==> config.mk <==
export PLATFORM = sky130hd
export DESIGN_NAME = flyby_dma_chan
export DESIGN_NICKNAME = d
export VERILOG_FILES = /design/src/rtl/flyby_dma_pkg.sv /design/src/rtl/flyby_dma_regs.sv /design/src/rtl/flyby_dma_seq.sv /design/src/rtl/flyby_dma_chan.sv
export SDC_FILE = /design/constraint.sdc
export NUM_CORES = 1
export LEC_CHECK = 0
export BUFFER_PORTS_ARGS = -buffer_cell sky130_fd_sc_hd__buf_4
export CAP_MARGIN = 10
export CORE_UTILIZATION = 48
export DETAILED_ROUTE_END_ITERATION = 10
export PLACE_DENSITY = 0.68
export SLEW_MARGIN = 10
export SYNTH_ARGS = -nofsm -noshare
export SYNTH_HDL_FRONTEND = slang
export SYNTH_HIERARCHICAL = 1
export SYNTH_SLANG_ARGS = --single-unit
==> constraint.sdc <==
create_clock -name clk_i -period 2.5 [get_ports clk_i]
set_input_delay 0.25 -clock clk_i [delete_from_list [all_inputs] [get_ports clk_i]]
set_output_delay 0.25 -clock clk_i [all_outputs]
set_load 0.01 [all_outputs]
==> src/rtl/flyby_dma_pkg.sv <==
package flyby_dma_pkg;

  typedef enum logic [1:0] {
    ST_IDLE = 2'd0,
    ST_REQ  = 2'd1,
    ST_GAP  = 2'd2,
    ST_BUS  = 2'd3
  } seq_state_e;

  localparam int unsigned SEL_W = 2;
  localparam logic [SEL_W-1:0] SEL_SRC = 2'd0;
  localparam logic [SEL_W-1:0] SEL_DST = 2'd1;
  localparam logic [SEL_W-1:0] SEL_CNT = 2'd2;
  localparam logic [SEL_W-1:0] SEL_CTL = 2'd3;

  // bit 0 is enable, bit 5 is idle gap
  typedef struct packed {
    logic idle_gap;
    logic addr_inc;
    logic eot_en;
    logic ack_en;
    logic dir;
    logic enable;
  } chan_ctl_t;

  localparam int unsigned CTL_W = $bits(chan_ctl_t);

endpackage

==> src/rtl/flyby_dma_regs.sv <==
module flyby_dma_regs
  import flyby_dma_pkg::*;
#(
  parameter int unsigned AW        = 32,
  parameter int unsigned CW        = 16,
  parameter int unsigned BUS_BYTES = 2
) (
  input  logic             clk_i,
  input  logic             rst_ni,
  input  logic             we_i,
  input  logic [SEL_W-1:0] sel_i,
  input  logic [AW-1:0]    wdata_i,
  input  logic             xfer_done_i,
  output logic [AW-1:0]    src_o,
  output logic [AW-1:0]    dst_o,
  output chan_ctl_t        ctl_o,
  output logic             cnt_nz_o,
  output logic             last_o
);

  localparam logic [AW-1:0] STEP = AW'(BUS_BYTES);

  logic [AW-1:0] src_q, dst_q;
  logic [CW-1:0] cnt_q;
  chan_ctl_t     ctl_q;
  logic          setup_open;

  assign setup_open = !ctl_q.enable;

  always_ff @(posedge clk_i or negedge rst_ni) begin
    if (!rst_ni) begin
      src_q <= '0;
      dst_q <= '0;
      cnt_q <= '0;
      ctl_q <= '0;
    end else begin
      if (we_i) begin
        unique case (sel_i)
          SEL_SRC: if (setup_open) src_q <= wdata_i;
          SEL_DST: if (setup_open) dst_q <= wdata_i;
          SEL_CNT: if (setup_open) cnt_q <= wdata_i[CW-1:0];
          default: ctl_q <= chan_ctl_t'(wdata_i[CTL_W-1:0]);
        endcase
      end
      // transfer bookkeeping overrides a same-cycle write
      if (xfer_done_i) begin
        if (ctl_q.addr_inc) begin
          if (ctl_q.dir) dst_q <= dst_q + STEP;
          else           src_q <= src_q + STEP;
        end
        cnt_q <= cnt_q - 1'b1;
        if (cnt_q == CW'(1)) ctl_q.enable <= 1'b0;
      end
    end
  end

  assign src_o    = src_q;
  assign dst_o    = dst_q;
  assign ctl_o    = ctl_q;
  assign cnt_nz_o = (cnt_q != '0);
  assign last_o   = (cnt_q == CW'(1));

  AST_CNT_STEP: assert property (@(posedge clk_i) disable iff (!rst_ni)
    (!$past(we_i && sel_i == SEL_CNT) && cnt_q != $past(cnt_q))
      |-> cnt_q == CW'($past(cnt_q) - 1'b1));

  AST_UNUSED_SRC: assert property (@(posedge clk_i) disable iff (!rst_ni)
    (xfer_done_i && ctl_q.dir && !(we_i && sel_i == SEL_SRC)) |=> $stable(src_q));

  AST_UNUSED_DST: assert property (@(posedge clk_i) disable iff (!rst_ni)
    (xfer_done_i && !ctl_q.dir && !(we_i && sel_i == SEL_DST)) |=> $stable(dst_q));

  AST_FIXED_ADDR: assert property (@(posedge clk_i) disable iff (!rst_ni)
    (xfer_done_i && !ctl_q.addr_inc && !we_i) |=> ($stable(src_q) && $stable(dst_q)));

endmodule

==> src/rtl/flyby_dma_seq.sv <==
module flyby_dma_seq
  import flyby_dma_pkg::*;
#(
  parameter int unsigned AW = 32
) (
  input  logic          clk_i,
  input  logic          rst_ni,
  input  logic          enable_i,
  input  logic          dir_i,
  input  logic          ack_en_i,
  input  logic          eot_en_i,
  input  logic          idle_gap_i,
  input  logic          cnt_nz_i,
  input  logic          last_i,
  input  logic [AW-1:0] src_i,
  input  logic [AW-1:0] dst_i,
  input  logic          dreq_i,
  input  logic          bus_gnt_i,
  output logic          bus_req_o,
  output logic [AW-1:0] addr_o,
  output logic          mem_rd_o,
  output logic          mem_wr_o,
  output logic          dev_ack_no,
  output logic          eot_o,
  output logic          xfer_done_o
);

  seq_state_e state_q, state_d;
  logic       in_bus, in_gap;

  always_comb begin
    state_d = state_q;
    unique case (state_q)
      ST_IDLE: if (enable_i && cnt_nz_i && dreq_i) state_d = ST_REQ;
      ST_REQ:  if (bus_gnt_i) state_d = idle_gap_i ? ST_GAP : ST_BUS;
      ST_GAP:  state_d = ST_BUS;
      default: state_d = ST_IDLE;
    endcase
  end

  always_ff @(posedge clk_i or negedge rst_ni) begin
    if (!rst_ni) state_q <= ST_IDLE;
    else         state_q <= state_d;
  end

  assign in_bus      = (state_q == ST_BUS);
  assign in_gap      = (state_q == ST_GAP);
  assign bus_req_o   = (state_q != ST_IDLE);
  assign mem_rd_o    = in_bus && !dir_i;
  assign mem_wr_o    = in_bus && dir_i;
  assign addr_o      = in_bus ? (dir_i ? dst_i : src_i) : '0;
  assign dev_ack_no  = !(in_bus && ack_en_i);
  assign eot_o       = eot_en_i && last_i && (in_bus || in_gap);
  assign xfer_done_o = in_bus;

  AST_ONE_BUS_CYCLE: assert property (@(posedge clk_i) disable iff (!rst_ni)
    (mem_rd_o || mem_wr_o) |=> !(mem_rd_o || mem_wr_o));

  AST_STROBE_EXCL: assert property (@(posedge clk_i) disable iff (!rst_ni)
    !(mem_rd_o && mem_wr_o));

  AST_STROBE_NEEDS_REQ: assert property (@(posedge clk_i) disable iff (!rst_ni)
    (mem_rd_o || mem_wr_o) |-> bus_req_o);

  AST_ACK_IN_BUS: assert property (@(posedge clk_i) disable iff (!rst_ni)
    !dev_ack_no |-> (mem_rd_o || mem_wr_o));

  AST_GAP_SILENT: assert property (@(posedge clk_i) disable iff (!rst_ni)
    in_gap |-> (bus_req_o && !mem_rd_o && !mem_wr_o && dev_ack_no));

endmodule

==> src/rtl/flyby_dma_chan.sv <==
module flyby_dma_chan
  import flyby_dma_pkg::*;
#(
  parameter int unsigned AW        = 32,
  parameter int unsigned CW        = 16,
  parameter int unsigned BUS_BYTES = 2
) (
  input  logic          clk_i,
  input  logic          rst_ni,
  input  logic          reg_we_i,
  input  logic [1:0]    reg_sel_i,
  input  logic [AW-1:0] reg_wdata_i,
  input  logic          dreq_i,
  input  logic          bus_gnt_i,
  output logic          bus_req_o,
  output logic [AW-1:0] addr_o,
  output logic          mem_rd_o,
  output logic          mem_wr_o,
  output logic          dev_ack_no,
  output logic          eot_o,
  output logic          busy_o
);

  logic [AW-1:0] src, dst;
  chan_ctl_t     ctl;
  logic          cnt_nz, last, xfer_done;

  flyby_dma_regs #(
    .AW(AW), .CW(CW), .BUS_BYTES(BUS_BYTES)
  ) u_regs (
    .clk_i      (clk_i),
    .rst_ni     (rst_ni),
    .we_i       (reg_we_i),
    .sel_i      (reg_sel_i),
    .wdata_i    (reg_wdata_i),
    .xfer_done_i(xfer_done),
    .src_o      (src),
    .dst_o      (dst),
    .ctl_o      (ctl),
    .cnt_nz_o   (cnt_nz),
    .last_o     (last)
  );

  flyby_dma_seq #(
    .AW(AW)
  ) u_seq (
    .clk_i      (clk_i),
    .rst_ni     (rst_ni),
    .enable_i   (ctl.enable),
    .dir_i      (ctl.dir),
    .ack_en_i   (ctl.ack_en),
    .eot_en_i   (ctl.eot_en),
    .idle_gap_i (ctl.idle_gap),
    .cnt_nz_i   (cnt_nz),
    .last_i     (last),
    .src_i      (src),
    .dst_i      (dst),
    .dreq_i     (dreq_i),
    .bus_gnt_i  (bus_gnt_i),
    .bus_req_o  (bus_req_o),
    .addr_o     (addr_o),
    .mem_rd_o   (mem_rd_o),
    .mem_wr_o   (mem_wr_o),
    .dev_ack_no (dev_ack_no),
    .eot_o      (eot_o),
    .xfer_done_o(xfer_done)
  );

  assign busy_o = ctl.enable;

  AST_EOT_LAST: assert property (@(posedge clk_i) disable iff (!rst_ni)
    eot_o |-> (last && bus_req_o));

  AST_TERMINAL_CLEAR: assert property (@(posedge clk_i) disable iff (!rst_ni)
    (xfer_done && last && !reg_we_i) |=> !busy_o);

endmodule

# Word level (Yosys, flattened, before mapping)
# Cells that the tools add are included.
[totals]
ff_bits = 88
latch_bits = 0
ramBits = 0
romBits = 0
in_bits = 39
mem_count = 0
[classes]
n_addsub = 3
mul = 0
div = 0
order_cmp = 0
eq_ne = 9
n_shift = 0
muxes = 26
n_bitwise = 1
n_reduce_logical = 20
[ops]
columns = ["cell", "count"]
rows = [
  ["32-bit 2-to-1 mux", 14],
  ["32-bit by 2-bit adder with 32-bit output, second input constant", 2],
  ["16-bit 2-to-1 mux", 4],
  ["16-bit by 1-bit == test with 1-bit output, second input constant", 1],
  ["16-bit nonzero test", 1],
  ["16-bit by 1-bit subtractor with 16-bit output, second input constant", 1],
  ["1-bit logical AND", 7],
  ["2-bit == test, second input constant", 3],
  ["2-bit one-hot mux with 3 select lines", 1],
  ["2-bit nonzero test", 3],
  ["1-bit 2-to-1 mux", 5],
  ["2-bit by 1-bit == test with 1-bit output, second input constant", 2],
  ["2-bit logical NOT", 2],
  ["2-bit 2-to-1 mux", 2],
  ["2-bit by 1-bit inequality test with 1-bit output, second input constant", 2],
  ["2-bit AND reduction", 2],
  ["3-bit AND reduction", 1],
  ["3-bit OR reduction", 1],
  ["1-bit logical NOT", 2],
  ["2-bit inequality test, second input constant", 1],
  ["1-bit logical OR", 1],
  ["1-bit NOT", 1],
]

# Longest topological paths before layout
# Gate-level depths: netlist (run 1).
[depth]
word_depth = 6
ltp_mapped = 9

# Cells and area by module
# Netlist (run 1), hierarchy kept.
[by_module_without_submodules]
columns = ["mod", "instances", "cells_per_inst", "area_each_um2", "seq_area_each_um2"]
rows = [
  ["flyby_dma_regs", 1, 558, 5041.1, 2152.1],
  ["flyby_dma_seq", 1, 93, 799.5, 50.0],
]

# Worst setup path after synthesis (run 1)
# No wires, ideal clock.
[synth_timing]
kind = "register to output"
from = "register u_regs.cnt_q[10]"
to = "output port eot_o"
t_arrival_ns = 1.790
t_required_ns = 2.250
setup_slack_ns = 0.460
stages_incl_launch_ff = 6
n_path_buf = 0
path_cell_list = "dfrtp_1 or4_4 or4_1 nor2_1 and3_1 o211a_1"
[synth_via]
elab_chain_cells = 3
[synth_lines]
columns = ["item", "line", "rtl"]
rows = [
  ["start: declaration", "flyby_dma_regs.sv:24", "logic [CW-1:0] cnt_q;"],
  ["start signal: assignment", "flyby_dma_regs.sv:41", "SEL_CNT: if (setup_open) cnt_q <= wdata_i[CW-1:0];"],
  ["start signal: assignment", "flyby_dma_regs.sv:51", "cnt_q <= cnt_q - 1'b1;"],
  ["16-bit by 1-bit == test with 1-bit output", "flyby_dma_regs.sv:61", "assign last_o = (cnt_q == CW'(1));"],
  ["named net last", "flyby_dma_chan.sv:26", "logic cnt_nz, last, xfer_done;"],
  ["1-bit logical AND (2 in series)", "flyby_dma_seq.sv:53", "assign eot_o = eot_en_i && last_i && (in_bus || in_gap);"],
  ["end: declaration", "flyby_dma_chan.sv:20", "output logic eot_o,"],
]
# The timed path passes the listed nets, and every way through them passes these cells.

# Worst setup path after layout (run 1)
# Ends and elaborated chain as after synthesis.

==> metrics.txt, run 1 <==
# TYPE chip_impl_metric gauge
chip_impl_info{name="run_status",value="complete, but fails checks"} 1
chip_impl_info{name="violated_checks",value="DRC, setup timing"} 1
chip_impl_metric{name="postLayoutCellArea",unit="um^2"} 6870
chip_impl_info{name="setup_repair_after_global_routing_missed_its_margin",value="true"} 1
chip_impl_metric{name="timing_worst_slew_pin_value",unit="ps"} 955
chip_impl_metric{name="hold-worst-slack",unit="ps"} 58.3
chip_impl_metric{name="critPathArrivalTime",unit="ps"} 2330
chip_impl_info{name="synthTopCellsByArea",value="sky130_fd_sc_hd__dfrtp_1, sky130_fd_sc_hd__mux2i_1, sky130_fd_sc_hd__nor2b_1"} 1
chip_impl_metric{name="placement.setup.worst_slack",unit="ps"} 181
chip_impl_metric{name="synthesized_instance_count",unit=""} 651
chip_impl_metric{name="syn_avg_cell_area",unit="um^2"} 8.97
chip_impl_metric{name="maxCapViolations",unit=""} 0
chip_impl_metric{name="coreArea",unit="um^2"} 11600
chip_impl_metric{name="worst_r2r_path_depth",unit=""} 4
chip_impl_metric{name="grt_start_max_net_pins",unit=""} 73
chip_impl_info{name="cpMaxStageDelayCell",value="sky130_fd_sc_hd__or4_4"} 1
chip_impl_metric{name="drt_pass1_iterations",unit=""} 9
chip_impl_metric{name="worstPathMaxFanout",unit=""} 2
chip_impl_metric{name="area_delta_synth_final",unit="%"} 17.6
chip_impl_metric{name="clock.fmax",unit="MHz"} 388
chip_impl_metric{name="skew",unit="ps"} 7.95
chip_impl_metric{name="leakage",unit="uW"} 0.00284
chip_impl_metric{name="clkLatencyLatePin",unit="ps"} 350
chip_impl_metric{name="totalNegativeSetupSlack",unit="ps"} -76.9
chip_impl_metric{name="globalplace.congestion",unit=""} 0.894
chip_impl_metric{name="timing.max_slew.rel_slack",unit="%"} 36.4
chip_impl_metric{name="synth-async-reset-ratio",unit="%"} 100
chip_impl_metric{name="setup_viol",unit=""} 1
chip_impl_metric{name="io-pin-count",unit=""} 77
chip_impl_metric{name="place_area",unit="um^2"} 6560
chip_impl_info{name="setup.worst_path.class",value="reg2out"} 1
chip_impl_metric{name="die-width",unit="um"} 112
chip_impl_info{name="start_kind",value="flip-flop"} 1
chip_impl_metric{name="yosys_register_bits",unit=""} 88
chip_impl_metric{name="grt_first_pass_wirelength",unit="um"} 27600
chip_impl_info{name="worst_path_most_repeated_cell",value="sky130_fd_sc_hd__or4_4"} 1
chip_impl_info{name="endpoint_kind",value="output pin"} 1
chip_impl_metric{name="route.detailed.vias_per_inst",unit=""} 6.28
chip_impl_metric{name="drt_iter0_markers",unit=""} 494
chip_impl_metric{name="period_minus_slack",unit="ps"} 2580
chip_impl_metric{name="report.final.slew_viol_count",unit=""} 0
chip_impl_metric{name="post_synth_top_area_share",unit="%"} 37.7
chip_impl_metric{name="aggregate_routed_wire_length",unit="um"} 17300
chip_impl_info{name="tritoncts_clock_tree",value="built"} 1
chip_impl_metric{name="critical_path_required",unit="ps"} 2250
chip_impl_metric{name="antenna_cells_inserted",unit=""} 0
chip_impl_metric{name="synth.yosys.warnings",unit=""} 6
chip_impl_metric{name="post-route-period-util",unit="%"} 103
chip_impl_metric{name="synth_sequential_area_ratio",unit="%"} 37.7
chip_impl_info{name="synth_commonest_cells",value="sky130_fd_sc_hd__dfrtp_1, sky130_fd_sc_hd__nor2_1, sky130_fd_sc_hd__nand2_1"} 1
chip_impl_metric{name="power_density",unit="nW/um^2"} 1020
chip_impl_metric{name="synth_fp_nets",unit=""} 698
chip_impl_metric{name="first_global_vias",unit=""} 5100
chip_impl_metric{name="die_height",unit="um"} 112
chip_impl_metric{name="number_of_synthesized_flops_with_an_enable_pin",unit=""} 0
chip_impl_metric{name="path_clk_slew",unit="ps"} 60
chip_impl_metric{name="cts.path.max_buffers",unit=""} 2
chip_impl_info{name="hold_class",value="in2async"} 1
chip_impl_metric{name="ctsHoldBuffers",unit=""} 0
chip_impl_metric{name="hold_violations",unit=""} 0
chip_impl_metric{name="grt_antenna_before_repair",unit=""} 0
chip_impl_metric{name="synth.lib_cells_used.distinct",unit=""} 69
chip_impl_metric{name="post-dp-hpwl",unit="um"} 12500
chip_impl_metric{name="grt_util_all_layers",unit="%"} 28.2
chip_impl_metric{name="rows",unit=""} 39
chip_impl_metric{name="place.port_buffers",unit=""} 76
chip_impl_info{name="synth_area_leader_cell",value="sky130_fd_sc_hd__dfrtp_1"} 1
chip_impl_metric{name="tritoncts_num_sinks",unit=""} 88
chip_impl_info{name="root_buffer",value="sky130_fd_sc_hd__clkbuf_16"} 1
chip_impl_metric{name="layout.nets",unit=""} 773
chip_impl_metric{name="die_area",unit="um^2"} 12600
chip_impl_metric{name="filler_cell_count",unit=""} 1054
chip_impl_info{name="path_cells",value="or4_4 > or4_4 > nor2_4 > and3_4 > o211a_1 > buf_4"} 1
chip_impl_metric{name="remaining_drc_errors",unit=""} 5
chip_impl_metric{name="drive_gt1_share",unit="%"} 20.8
chip_impl_metric{name="floorplan.initialDensity",unit="%"} 50.3
chip_impl_metric{name="biggest_cell_delay_along_the_critical_path",unit="ps"} 540
chip_impl_info{name="yosys_most_used_dff",value="sky130_fd_sc_hd__dfrtp_1"} 1
chip_impl_metric{name="tritoncts.num_buffers",unit=""} 9
chip_impl_metric{name="post_synth_instance_area",unit="um^2"} 5840
chip_impl_metric{name="route.antenna.remaining_nets",unit=""} 0
chip_impl_metric{name="wl_per_cell",unit="um"} 19.8
chip_impl_metric{name="timing.final.ws_setup",unit="ps"} -76.9
chip_impl_metric{name="global_route.overflow_total",unit=""} 0
chip_impl_metric{name="cts.htree.levels",unit=""} 3
chip_impl_metric{name="worst_ir_drop_vdd",unit="mV"} 0.570
chip_impl_metric{name="layout.core_utilization",unit="%"} 59.1
chip_impl_info{name="yosysMostFrequentCell",value="sky130_fd_sc_hd__dfrtp_1"} 1
chip_impl_metric{name="num_vias",unit=""} 5485
-- worst max-delay path: cells and delay by family (launching register included) --
| family | cells | cell delay (ps) |
|---|---|---|
| buffers and inverters | 1 | 110 |
| AOI/OAI and AO/OA | 1 | 140 |
| and+or+nand+nor | 4 | 1330 |
| DFF | 1 | 390 |
-- kinds of logic (layout without fill, tap and decap cells) --
logic type | after synthesis | in the layout | share of synthesized area, %
xor+xnor | 13 | 13 | 1.95
flops | 88 | 88 | 37.7
compound gates | 153 | 153 | 18.6
mux | 44 | 44 | 7.71
buf+inv | 46 | 125 | 4.07
fa+ha+maj | 8 | 8 | 1.71
simple gates | 299 | 299 | 28.3
-- placed cells by master, fill, tap and decap left out, types with 3 or more instances in the layout --
cell	n
sky130_fd_sc_hd__inv_1	11
sky130_fd_sc_hd__a211oi_1	33
sky130_fd_sc_hd__and2_1	7
sky130_fd_sc_hd__o211ai_1	8
sky130_fd_sc_hd__ha_1	7
sky130_fd_sc_hd__nand4_1	15
sky130_fd_sc_hd__clkbuf_1	4
sky130_fd_sc_hd__nor2b_1	45
sky130_fd_sc_hd__o221a_2	8
sky130_fd_sc_hd__or3_1	3
sky130_fd_sc_hd__a31oi_1	6
sky130_fd_sc_hd__buf_4	99
sky130_fd_sc_hd__or4_1	4
sky130_fd_sc_hd__xor2_1	6
sky130_fd_sc_hd__mux2i_1	36
sky130_fd_sc_hd__xnor2_1	7
sky130_fd_sc_hd__nor4_1	6
sky130_fd_sc_hd__nor2_1	72
sky130_fd_sc_hd__o311ai_0	5
sky130_fd_sc_hd__a21oi_1	34
sky130_fd_sc_hd__mux2_2	8
sky130_fd_sc_hd__dfrtp_1	87
sky130_fd_sc_hd__nand2_1	53
sky130_fd_sc_hd__o21ai_0	15
sky130_fd_sc_hd__nor3_1	22
sky130_fd_sc_hd__nand3_1	28
sky130_fd_sc_hd__or4_4	4
sky130_fd_sc_hd__and3_1	8
sky130_fd_sc_hd__o21a_1	3
sky130_fd_sc_hd__o211a_1	3
sky130_fd_sc_hd__nor2_4	3
sky130_fd_sc_hd__clkbuf_16	9
sky130_fd_sc_hd__a221o_1	4
sky130_fd_sc_hd__a311oi_1	10
sky130_fd_sc_hd__and4_1	5
sky130_fd_sc_hd__o22ai_1	11
-- through the flow --
| step | cells | power (uW) |
|---|---|---|
| 4_1_cts | 872 | 6960 |
| 5_1_grt | 873 | 7440 |
| 6_report | 873 | 6990 |
| 3_5_place_dp | 855 | 5660 |
| 3_3_place_gp | 855 | 5540 |
| 2_1_floorplan | 651 | 4640 |
-- repair_timing --
action	in CTS	in global routing
pin swaps	2	1
endpoints found under the setup margin	1	1
cloned	0	0
gates resized for setup	4	0
setup buffers	2	1
-- registers in the layout (all words and copies together), names as in the netlist --
name	cells
u_regs/ctl_o	6
u_regs/dst_o	32
u_regs/cnt_q	16
u_regs/src_o	32
u_seq/state_q	2
-- area by class of cell --
| class | instances | area [um^2] | share of cell area [%] |
|---|---|---|---|
| Inverter | 11 | 41.3 | 0.601 |
| Tap cell | 143 | 179 | 2.60 |
| Sequential cell | 88 | 2200 | 32.1 |
| Multi-Input combinational cell | 517 | 3430 | 50.0 |
| Timing Repair Buffer | 99 | 743 | 10.8 |
| Clock buffer | 15 | 268 | 3.90 |
-- report_power, final --
| part | internal [uW] | switching (uW) | total, uW |
|---|---|---|---|
| Sequential | 1990 | 801 | 2790 |
| Combinational | 1410 | 1520 | 2930 |
| Clock | 725 | 543 | 1270 |
-- routing by layer --
metal	global-route usage [%]	vias up	wire length (um)
met1	40.5	2658	7880
met5	0	-	0
met3	4.70	23	1070
met4	9.51	0	358
li1	-	2581	-
met2	43.4	223	7960
-- worst paths after layout --
| kind | from | end | slack (ps) |
|---|---|---|---|
| max reg2reg | u_seq/state_q[0] | u_regs/src_o[19] | 260 |
| max in group asynchronous | rst_ni | u_regs/ctl_o[5] | 1730 |
| max | u_regs/cnt_q[10] | eot_o | -80 |
| min reg2reg | u_regs/dst_o[0] | u_regs/dst_o[0] | 480 |
| min | rst_ni | u_regs/src_o[18] | 60 |
| min in group clk_i | reg_wdata_i[21] | u_regs/dst_o[21] | 120 |
Note: power is estimated with default switching activity, not from simulation.
==> run 2, diff against run 1 <==
- ABC_AREA: not set -> 1
==> metrics.txt, run 2 <==
# TYPE chip_impl_metric gauge
chip_impl_info{name="run_status",value="completed"} 1
chip_impl_info{name="setup_repair_after_global_routing_missed_its_margin",value="false"} 1
chip_impl_metric{name="grt_antenna_before_repair",unit=""} 0
chip_impl_metric{name="hold_violations",unit=""} 0
chip_impl_metric{name="postLayoutCellArea",unit="um^2"} 7610
chip_impl_metric{name="global_route.overflow_total",unit=""} 0
chip_impl_metric{name="num_vias",unit=""} 6888
chip_impl_info{name="hold_class",value="in2reg"} 1
chip_impl_metric{name="worst_ir_drop_vdd",unit="mV"} 0.615
chip_impl_metric{name="place_area",unit="um^2"} 7280
chip_impl_metric{name="post_cts_buffers",unit=""} 0
chip_impl_metric{name="drive_gt1_share",unit="%"} 13.2
chip_impl_metric{name="timing.max_slew.rel_slack",unit="%"} 62.6
chip_impl_info{name="r2r-start",value="u_seq/state_q[1]"} 1
chip_impl_metric{name="tritoncts.num_buffers",unit=""} 9
chip_impl_metric{name="post-dp-hpwl",unit="um"} 15800
chip_impl_metric{name="worstPathMaxFanout",unit=""} 33
chip_impl_metric{name="die-width",unit="um"} 119
chip_impl_metric{name="grt.met2_usage",unit="%"} 47.5
chip_impl_metric{name="power_density",unit="nW/um^2"} 1110
chip_impl_metric{name="cts.path.max_buffers",unit=""} 2
chip_impl_info{name="timing.rr.end",value="u_regs/dst_o[6]"} 1
chip_impl_metric{name="coreArea",unit="um^2"} 13300
chip_impl_metric{name="drt_iter0_markers",unit=""} 676
chip_impl_metric{name="worstHoldPathCells",unit=""} 3
chip_impl_metric{name="critPathArrivalTime",unit="ps"} 1920
chip_impl_info{name="worstSetupStartpoint",value="u_seq/state_q[1]"} 1
chip_impl_info{name="path_cells",value="ha_1 > nand2_1 > inv_2 > a22o_1 > buf_4"} 1
chip_impl_metric{name="skew",unit="ps"} 10.4
chip_impl_metric{name="clkLatencyLatePin",unit="ps"} 350
chip_impl_metric{name="layout.core_utilization",unit="%"} 57.3
chip_impl_metric{name="aggregate_routed_wire_length",unit="um"} 21300
chip_impl_info{name="tritoncts_clock_tree",value="built"} 1
chip_impl_metric{name="yosys_register_bits",unit=""} 88
chip_impl_info{name="most-common-layout-cells",value="sky130_fd_sc_hd__nand2_1, sky130_fd_sc_hd__nor2_1, sky130_fd_sc_hd__inv_1"} 1
chip_impl_metric{name="post_synth_top_area_share",unit="%"} 33.6
chip_impl_metric{name="clock.fmax",unit="MHz"} 460
chip_impl_metric{name="die_area",unit="um^2"} 14100
chip_impl_metric{name="number_of_synthesized_flops_with_an_enable_pin",unit=""} 0
chip_impl_metric{name="layout.nets",unit=""} 1088
chip_impl_info{name="cpMaxStageDelayCell",value="sky130_fd_sc_hd__inv_2"} 1
chip_impl_metric{name="biggest_cell_delay_along_the_critical_path",unit="ps"} 420
chip_impl_metric{name="worstPathBufferInverterCount",unit=""} 2
chip_impl_metric{name="grt_start_max_net_pins",unit=""} 54
chip_impl_metric{name="grt_first_pass_wirelength",unit="um"} 33600
chip_impl_metric{name="tritoncts_num_sinks",unit=""} 88
chip_impl_metric{name="leakage",unit="uW"} 0.00359
chip_impl_info{name="cp_top_family",value="buffers and inverters"} 1
chip_impl_metric{name="postCtsResizedCells",unit=""} 0
chip_impl_info{name="setup.worst_path.class",value="reg2out"} 1
chip_impl_metric{name="synth-async-reset-ratio",unit="%"} 100
chip_impl_metric{name="worst_r2r_path_depth",unit=""} 7
chip_impl_metric{name="synthesized_instance_count",unit=""} 976
chip_impl_metric{name="antenna_cells_inserted",unit=""} 0
chip_impl_metric{name="critical_path_required",unit="ps"} 2250
chip_impl_info{name="yosysMostFrequentCell",value="sky130_fd_sc_hd__nand2_1"} 1
chip_impl_info{name="crit_end",value="addr_o[15]"} 1
chip_impl_metric{name="critical_path_depth",unit=""} 5
chip_impl_info{name="synthTopCellsByArea",value="sky130_fd_sc_hd__dfrtp_1, sky130_fd_sc_hd__nand2_1, sky130_fd_sc_hd__nor2_1"} 1
chip_impl_metric{name="route.detailed.vias_per_inst",unit=""} 5.64
chip_impl_metric{name="globalplace.congestion",unit=""} 0.959
chip_impl_metric{name="report.final.slew_viol_count",unit=""} 0
chip_impl_metric{name="cts.htree.levels",unit=""} 3
chip_impl_metric{name="grt_use_met3",unit="%"} 5.65
chip_impl_metric{name="period_minus_slack",unit="ps"} 2170
chip_impl_info{name="synth_commonest_cells",value="sky130_fd_sc_hd__nand2_1, sky130_fd_sc_hd__nor2_1, sky130_fd_sc_hd__inv_1"} 1
chip_impl_metric{name="route.antenna.remaining_nets",unit=""} 0
chip_impl_metric{name="synth_sequential_area_ratio",unit="%"} 33.6
chip_impl_metric{name="rows",unit=""} 42
chip_impl_metric{name="first_global_vias",unit=""} 6249
chip_impl_metric{name="io-pin-count",unit=""} 77
chip_impl_metric{name="wl_per_cell",unit="um"} 17.4
chip_impl_metric{name="seq_area",unit="um^2"} 2200
chip_impl_metric{name="area_delta_synth_final",unit="%"} 16.3
chip_impl_metric{name="path_clk_slew",unit="ps"} 60
chip_impl_info{name="synth_area_leader_cell",value="sky130_fd_sc_hd__dfrtp_1"} 1
chip_impl_metric{name="synth.yosys.warnings",unit=""} 6
chip_impl_metric{name="drt_pass1_iterations",unit=""} 5
chip_impl_metric{name="remaining_drc_errors",unit=""} 0
chip_impl_info{name="endpoint_kind",value="output pin"} 1
chip_impl_metric{name="die_height",unit="um"} 119
chip_impl_metric{name="setup_viol",unit=""} 0
chip_impl_metric{name="grt_util_all_layers",unit="%"} 31.0
chip_impl_metric{name="post_synth_instance_area",unit="um^2"} 6550
chip_impl_metric{name="synth_fp_nets",unit=""} 1023
chip_impl_info{name="start_kind",value="flip-flop"} 1
chip_impl_metric{name="totalNegativeSetupSlack",unit="ps"} 0
chip_impl_info{name="root_buffer",value="sky130_fd_sc_hd__clkbuf_16"} 1
chip_impl_metric{name="maxCapViolations",unit=""} 0
chip_impl_metric{name="place.port_buffers",unit=""} 76
chip_impl_metric{name="post-layout-total-power",unit="uW"} 8490
chip_impl_info{name="mostFrequentLayoutCell",value="sky130_fd_sc_hd__nand2_1"} 1
chip_impl_metric{name="post-route-period-util",unit="%"} 86.9
chip_impl_metric{name="grt_util_met1",unit="%"} 43.9
chip_impl_metric{name="area_of_the_multi_input_gates",unit="um^2"} 3700
chip_impl_info{name="busiest_layer",value="met2"} 1
chip_impl_metric{name="synth.lib_cells_used.distinct",unit=""} 45
chip_impl_metric{name="r2r_setup_slack",unit="ps"} 600
chip_impl_metric{name="floorplan.initialDensity",unit="%"} 49.2
chip_impl_metric{name="syn_avg_cell_area",unit="um^2"} 6.71
chip_impl_info{name="yosys_most_used_dff",value="sky130_fd_sc_hd__dfrtp_1"} 1
chip_impl_metric{name="filler_cell_count",unit=""} 1358
chip_impl_metric{name="timing_worst_slew_pin_value",unit="ps"} 561
==> run 2: cell types whose count changed in the layout (fill, tap and decap cells not counted), sizes merged, moves of 12 or more <==
cell    previous run  this run
a211oi            33         4
a21oi             34        58
a22o               0        32
buf               99        86
inv               11       125
mux2i             36         1
nand2             53       233
nand3             29        55
nor2              76       146
nor2b             45         0
nor3              24        12
o211ai             8        20
o21ai             15        93
==> run 2: area by class of cell <==
class	count	share of cell area, %
Inverter	126	6.21
Sequential cell	88	28.9
Tap cell	176	2.89
Clock inverter	5	1.05
Clock buffer	11	3.19
Timing Repair Buffer	87	9.11
Multi-Input combinational cell	729	48.6
==> run 2: per-stage QoR <==
step | hold slack [ps] | worst slack (ps) | std cells
floorplan | -45.6 | 872 | 976
global placement | 249 | 679 | 1205
detailed placement | 249 | 667 | 1205
CTS | 171 | 339 | 1222
global route | 193 | 191 | 1222
finish | 180 | 328 | 1222
==> run 2: cell families after synthesis <==
family | Yosys count | share of synthesized area (%)
AND/OR/NAND/NOR | 475 | 31.3
AO/OA/AOI/OAI | 224 | 20.6
buffers and inverters | 159 | 9.90
flip-flops | 88 | 33.6
XOR/XNOR | 20 | 2.68
adder cells (fa/ha/maj) | 8 | 1.53
multiplexers | 2 | 0.325
==> run 2: what timing repair did <==
action                                  in CTS  in global routing
hold buffers                                 1                  0
endpoints found under the setup margin       0                  0
endpoints found under the hold margin       35                  0
==> run 2: worst register-to-register path, cell delays in order, from the launching register on <==
cell and delay, ps:
sky130_fd_sc_hd__dfrtp_1 400, sky130_fd_sc_hd__ha_1 270, sky130_fd_sc_hd__nand3_2 320, sky130_fd_sc_hd__clkinv_1 110
sky130_fd_sc_hd__buf_4 320, sky130_fd_sc_hd__o21ai_0 160, sky130_fd_sc_hd__a21oi_1 150, sky130_fd_sc_hd__nor2_1 60
==> run 2: per-layer routing <==
metal | vias to the layer above | part of all wire (%)
met3 | 30 | 7.8
met1 | 3250 | 45
met2 | 269 | 45
met5 | - | 0
li1 | 3339 | -
met4 | 0 | 2.4
==> run 2: worst min path at each step <==
stage / from / end
final: reg_wdata_i[2] / u_regs/cnt_q[2]
after global routing: reg_wdata_i[19] / u_regs/src_o[19]
after CTS: reg_wdata_i[2] / u_regs/cnt_q[2]
after detailed placement: rst_ni / u_regs/dst_o[17]
after global placement: rst_ni / u_regs/dst_o[17]
after floorplan: rst_ni / u_regs/cnt_q[0]
==> run 2: report_power, final <==
| group | internal (uW) | switching (uW) | total (uW) |
|---|---|---|---|
| Clock | 902 | 581 | 1480 |
| Combinational | 1500 | 2200 | 3700 |
| Sequential | 2110 | 1190 | 3300 |
